`config.mk`:
```
export PLATFORM = sky130hd
export DESIGN_NAME = alarm_irq_unit
export DESIGN_NICKNAME = d
export VERILOG_FILES = /design/src/rtl/alarm_pkg.sv /design/src/rtl/alarm_match.sv /design/src/rtl/alarm_pulse.sv /design/src/rtl/alarm_status.sv /design/src/rtl/alarm_irq_unit.sv
export SDC_FILE = /design/constraint.sdc
export NUM_CORES = 1
export LEC_CHECK = 0
export CAP_MARGIN = 30
export CELL_PAD_IN_SITES_DETAIL_PLACEMENT = 1
export CELL_PAD_IN_SITES_GLOBAL_PLACEMENT = 2
export CORE_MARGIN = 5
export CORE_UTILIZATION = 13
export CTS_CLUSTER_SIZE = 25
export DETAILED_ROUTE_END_ITERATION = 8
export MAX_ROUTING_LAYER = met4
export PLACE_DENSITY = 0.84
export SLEW_MARGIN = 20
export SYNTH_ARGS = -nofsm -noshare
export SYNTH_HDL_FRONTEND = slang
export SYNTH_SLANG_ARGS = --single-unit
```
`constraint.sdc`:
```
create_clock -name clk -period 1.6 [get_ports clk]
set_input_delay 0.24 -clock clk [delete_from_list [all_inputs] [get_ports clk]]
set_output_delay 0.24 -clock clk [all_outputs]
set_load 0.005 [all_outputs]
```
`src/rtl/alarm_pkg.sv`:
```
package alarm_pkg;
  localparam int NF_DEF = 6;
  localparam int FW_DEF = 7;
  localparam int PT_DEF = 16;

  typedef enum logic [2:0] {
    FLD_SEC   = 3'd0,
    FLD_MIN   = 3'd1,
    FLD_HOUR  = 3'd2,
    FLD_DATE  = 3'd3,
    FLD_MONTH = 3'd4,
    FLD_WDAY  = 3'd5
  } alarm_field_e;
endpackage

```
`src/rtl/alarm_match.sv`:
```
module alarm_match #(
  parameter int NUM_FIELDS = 6,
  parameter int FIELD_W    = 7
) (
  input  logic [NUM_FIELDS*FIELD_W-1:0]     cur_time,
  input  logic [NUM_FIELDS*(FIELD_W+1)-1:0] alm_cfg,
  output logic                              match
);
  localparam int CFG_W = FIELD_W + 1;

  logic [NUM_FIELDS-1:0] fld_en;
  logic [NUM_FIELDS-1:0] fld_ok;

  for (genvar i = 0; i < NUM_FIELDS; i++) begin : g_field
    logic [FIELD_W-1:0] now_val;
    logic [FIELD_W-1:0] alm_val;
    assign now_val   = cur_time[i*FIELD_W +: FIELD_W];
    assign alm_val   = alm_cfg[i*CFG_W +: FIELD_W];
    assign fld_en[i] = alm_cfg[i*CFG_W + FIELD_W];
    assign fld_ok[i] = ~fld_en[i] | (now_val == alm_val);
  end

  assign match = (&fld_ok) & (|fld_en);
endmodule

```
`src/rtl/alarm_pulse.sv`:
```
module alarm_pulse #(
  parameter int PULSE_TICKS = 16,
  parameter int CNT_W       = $clog2(PULSE_TICKS + 1)
) (
  input  logic             clk,
  input  logic             rst_n,
  input  logic             load,
  input  logic             tick,
  output logic             busy,
  output logic [CNT_W-1:0] cnt
);
  logic [CNT_W-1:0] cnt_q;
  logic [CNT_W-1:0] cnt_d;
  logic             cnt_en;

  always_comb begin
    cnt_en = 1'b0;
    cnt_d  = cnt_q;
    if (load) begin
      cnt_en = 1'b1;
      cnt_d  = CNT_W'(PULSE_TICKS);
    end else if (tick && (cnt_q != '0)) begin
      cnt_en = 1'b1;
      cnt_d  = cnt_q - 1'b1;
    end
  end

  always_ff @(posedge clk or negedge rst_n) begin
    if (!rst_n) begin
      cnt_q <= '0;
    end else if (cnt_en) begin
      cnt_q <= cnt_d;
    end
  end

  assign busy = (cnt_q != '0);
  assign cnt  = cnt_q;
endmodule

```
`src/rtl/alarm_status.sv`:
```
module alarm_status (
  input  logic clk,
  input  logic rst_n,
  input  logic set,
  input  logic clr,
  output logic flag
);
  logic flag_q;
  logic flag_d;
  logic flag_en;

  always_comb begin
    flag_en = set | clr;
    flag_d  = set;
  end

  always_ff @(posedge clk or negedge rst_n) begin
    if (!rst_n) begin
      flag_q <= 1'b0;
    end else if (flag_en) begin
      flag_q <= flag_d;
    end
  end

  assign flag = flag_q;
endmodule

```
`src/rtl/alarm_irq_unit.sv`:
```
module alarm_irq_unit
  import alarm_pkg::*;
#(
  parameter int NUM_FIELDS  = NF_DEF,
  parameter int FIELD_W     = FW_DEF,
  parameter int PULSE_TICKS = PT_DEF
) (
  input  logic                              clk,
  input  logic                              rst_n,
  input  logic                              sec_tick,
  input  logic                              tick_64hz,
  input  logic [NUM_FIELDS*FIELD_W-1:0]     cur_time,
  input  logic [NUM_FIELDS*(FIELD_W+1)-1:0] alm_cfg,
  input  logic                              alarm_en,
  input  logic                              pulse_mode,
  input  logic                              auto_clr,
  input  logic                              fout_en,
  input  logic                              on_battery,
  input  logic                              bat_alarm_en,
  input  logic                              flag_clr,
  input  logic                              flag_rd,
  output logic                              irq_n,
  output logic                              alarm_flag
);
  localparam int CNT_W = $clog2(PULSE_TICKS + 1);

  logic [1:0]       rst_pipe_q;
  logic             rst_n_s;
  logic             time_match;
  logic             alarm_active;
  logic             fire;
  logic             flag_clear;
  logic             pulse_busy;
  logic [CNT_W-1:0] pulse_cnt;

  always_ff @(posedge clk or negedge rst_n) begin
    if (!rst_n) begin
      rst_pipe_q <= 2'b00;
    end else begin
      rst_pipe_q <= {rst_pipe_q[0], 1'b1};
    end
  end
  assign rst_n_s = rst_pipe_q[1];

  alarm_match #(
    .NUM_FIELDS(NUM_FIELDS),
    .FIELD_W   (FIELD_W)
  ) u_match (
    .cur_time(cur_time),
    .alm_cfg (alm_cfg),
    .match   (time_match)
  );

  always_comb begin
    alarm_active = alarm_en & ~fout_en & (~on_battery | bat_alarm_en);
    fire         = sec_tick & alarm_active & time_match;
    flag_clear   = flag_clr | (auto_clr & flag_rd);
  end

  alarm_status u_status (
    .clk  (clk),
    .rst_n(rst_n_s),
    .set  (fire),
    .clr  (flag_clear),
    .flag (alarm_flag)
  );

  alarm_pulse #(
    .PULSE_TICKS(PULSE_TICKS),
    .CNT_W      (CNT_W)
  ) u_pulse (
    .clk  (clk),
    .rst_n(rst_n_s),
    .load (fire & pulse_mode),
    .tick (tick_64hz),
    .busy (pulse_busy),
    .cnt  (pulse_cnt)
  );

  assign irq_n = ~(alarm_active & ((~pulse_mode & alarm_flag) | pulse_busy));
endmodule

```
==> impl_metrics.tcl <==
set metrics [dict create \
    violations "setup timing" \
    final.min_clock_period_ns 1.77 \
    clock_latency_ns 0.23 \
    drt-wirelength-per-cell_um 13.3 \
    p_total_uw 1460 \
    ir_drop_mv 0.197 \
    area_delta_synth_final_pct 153 \
    yosysMostFrequentCell "xnor2_1" \
    ys_types 27 \
    dp_slack_ns -0.533 \
    cap_violations 0 \
    start_util 0.134 \
    setup_viol 6 \
    pwr-share-seq 0.221 \
    p_int_uw 988 \
    yosys.area.top_type "xnor2_1" \
    layout.nets 330 \
    fillCellCount 816 \
    ys.flop_type "dfrtp_1" \
    p_sw_uw 475 \
    cts.clk_slew.worst_paths_ns 0.04 \
    wirelength_um 4250 \
    cpMaxStageDelayCell "or4b_4" \
    path_max_fanout 2 \
    ant_nets 0 \
    placed_cell_area_sq_mm 0.00218 \
    worst_path_largest_cell_delay_ns 0.47 \
    worst_setup_path_start_kind "register" \
    end_kind "output pin" \
    grt_pass1_vias 1362 \
    setup_ws_ns -0.172 \
    cts_buffers 3 \
    cts.sinks 8 \
    insertedDiodeCount 0 \
    dr.pass1.iters 2 \
    netlist_area_sq_um 916 \
    grt_pass1_wl_um 6220 \
    arrival_ns 1.53 \
    hpwl_um 3760 \
    antenna_found_initial 0 \
    core_sq_mm 0.00683 \
    rsz0062_at_grt "true" \
    fin_cells 320 \
    hold_violations 0 \
    crit_type "register to output pin" \
    switching_share 0.325 \
    drive_gt1_frac 0.357 \
    power.leakage_uw 0.00113 \
    p_per_area_mw_per_mm2 631 \
    num_vias 1203 \
    postSynthCellCount 95 \
    cts_tree "built" \
    drc 0 \
    worst_clock_skew_ns 0.00343 \
    cts_hold_buf 0 \
    synth_edf_count 0 \
    pwr-share-clk 0.164 \
    die_x_um 93.9 \
    grt_use_total 0.0928 \
    status "finished, violations left" \
    finalMaxSlewViolations 0 \
    ys_seq_area_frac 0.219 \
    drtIter0Drc 11 \
    clk_path_buf_depth 2 \
    dieArea_sq_mm 0.00882 \
    crit_chain "inv_2 > ha_4 > or4b_4 > o21ai_2 > buf_2" \
    holdCritPathClass "register to async pin" \
    worstPathRequired_ns 1.36 \
    synth_warnings 0 \
    grt_overflow_total 0 \
    dp_cells 307 \
    synth_top_area_share 0.249 \
    port_buffers 103 \
    syn_nets 199 \
    max_freq_ghz 0.564 \
    synthArstFlopShare 1.00 \
    num_rows 30 \
    final_cell_area_sq_mm 0.00232 \
    cts-root-buf "clkbuf_8" \
    io_pins 104 \
    period_share 1.11 \
    place.gp.congestion 0.713 \
    multi_input_area_sq_um 843 \
    ys_top_cells_by_area "xnor2_1, dfrtp_1, xor2_1" \
    combinationalPowerShare 0.615 \
    hold_slack_ns 0.0965 \
    syn_avg_cell_area_sq_um 9.64 \
    seqCellArea_sq_um 200 \
    grt_max_degree 7 \
    chipHeight_um 93.9 \
    viasPerCell 3.76 \
    htree_num_levels 1 \
    ys_ff_latch 8 \
    synth_common_cells "xnor2_1, xor2_1, dfrtp_1, nand4_1, nor2_1" \
]
## kinds of logic (layout without fill, tap and decap cells)
kind of cell	after synthesis	in the layout	synth area share
xor+xnor	46	46	0.440
simple gates	26	26	0.187
compound gates	10	10	0.115
flops	8	8	0.219
fa+ha+maj	2	2	0.0273
buf+inv	2	131	0.00820
other cells	1	1	0.00409
## layout by cell type (no fill, tap or decap), drive strengths merged, types with 2 or more instances in the layout
master / synthesis / routed
clkdlybuf4s15: 0 / 30
dlygate4sd2: 0 / 10
dlymetal6s2s: 0 / 19
nor2b: 2 / 2
nand4: 7 / 7
nor2: 5 / 5
xnor2: 26 / 26
clkbuf: 0 / 31
buf: 0 / 24
dfrtp: 8 / 8
inv: 2 / 2
xor2: 20 / 20
nand2: 3 / 3
ha: 2 / 2
o41ai: 5 / 5
clkdlybuf4s50: 0 / 15
## area by class of cell
class                   count  area share
multi-input cells          85       0.364
repair buffers            126       0.477
well taps                  96      0.0518
inverters                   2     0.00324
flip-flops and latches      8      0.0864
clock buffers               3      0.0178
## final timing paths
kind / start / end / slack [ns] / cells after the start
min: rst_pipe_q[1]$_DFF_PN0_ / u_pulse.cnt[4]$_DFFE_PN0P_ / 0.1 / 0
max in group asynchronous: rst_pipe_q[1]$_DFF_PN0_ / u_pulse.cnt[1]$_DFFE_PN0P_ / 1.29 / 0
max reg2reg: u_pulse.cnt[0]$_DFFE_PN0P_ / u_pulse.cnt[4]$_DFFE_PN0P_ / -0.17 / 8
min in group clk: rst_pipe_q[0]$_DFF_PN0_ / rst_pipe_q[1]$_DFF_PN0_ / 0.35 / 0
min reg2reg: rst_pipe_q[1]$_DFF_PN0_ / u_pulse.cnt[4]$_DFFE_PN0P_ / 0.1 / 0
max: u_pulse.cnt[0]$_DFFE_PN0P_ / irq_n / -0.17 / 5
## routing by layer
| layer | up-vias | GRT usage | wire length, um |
|---|---|---|---|
| met5 | - | - | 0 |
| met4 | 0 | 0.0289 | 62 |
| met3 | 4 | 0.0176 | 342 |
| met2 | 66 | 0.175 | 2200 |
| met1 | 545 | 0.0967 | 1640 |
| li1 | 588 | - | - |
## power by group through the flow
stage | combinational, uW | clock (uW) | sequential, uW
2_1_floorplan | 289 | 0 | 326
3_3_place_gp | 747 | 0 | 321
3_5_place_dp | 776 | 0 | 327
4_1_cts | 865 | 255 | 326
5_1_grt | 984 | 263 | 333
6_report | 900 | 240 | 323
## registers in the layout, indices dropped and copies added, names as in the netlist
signal / flops
rst_pipe_q: 2
u_status.flag: 1
u_pulse.cnt: 5
## repair_timing
| item | in CTS | in global routing |
|---|---|---|
| endpoints found under the setup margin | 7 | 7 |
| gates resized for setup | 86 | 115 |
| pin swaps | 32 | 53 |
| setup buffers | 7 | 3 |
## critical path, delay by kind of cell, from the launching register on
family	cells	cell delay, ns
compound gates	1	0.12
flops	1	0.39
buf+inv	2	0.21
simple gates	1	0.47
fa+ha+maj	1	0.12
## per-stage QoR
step | util | TNS [ns]
final | 0.339 | -0.720
after global placement | 0.319 | -3.00
after floorplan | - | -0.0115
after detailed placement | 0.319 | -3.34
after CTS | 0.329 | -0.977
after global routing | 0.339 | -1.19
(Power assumes the default switching activity.)
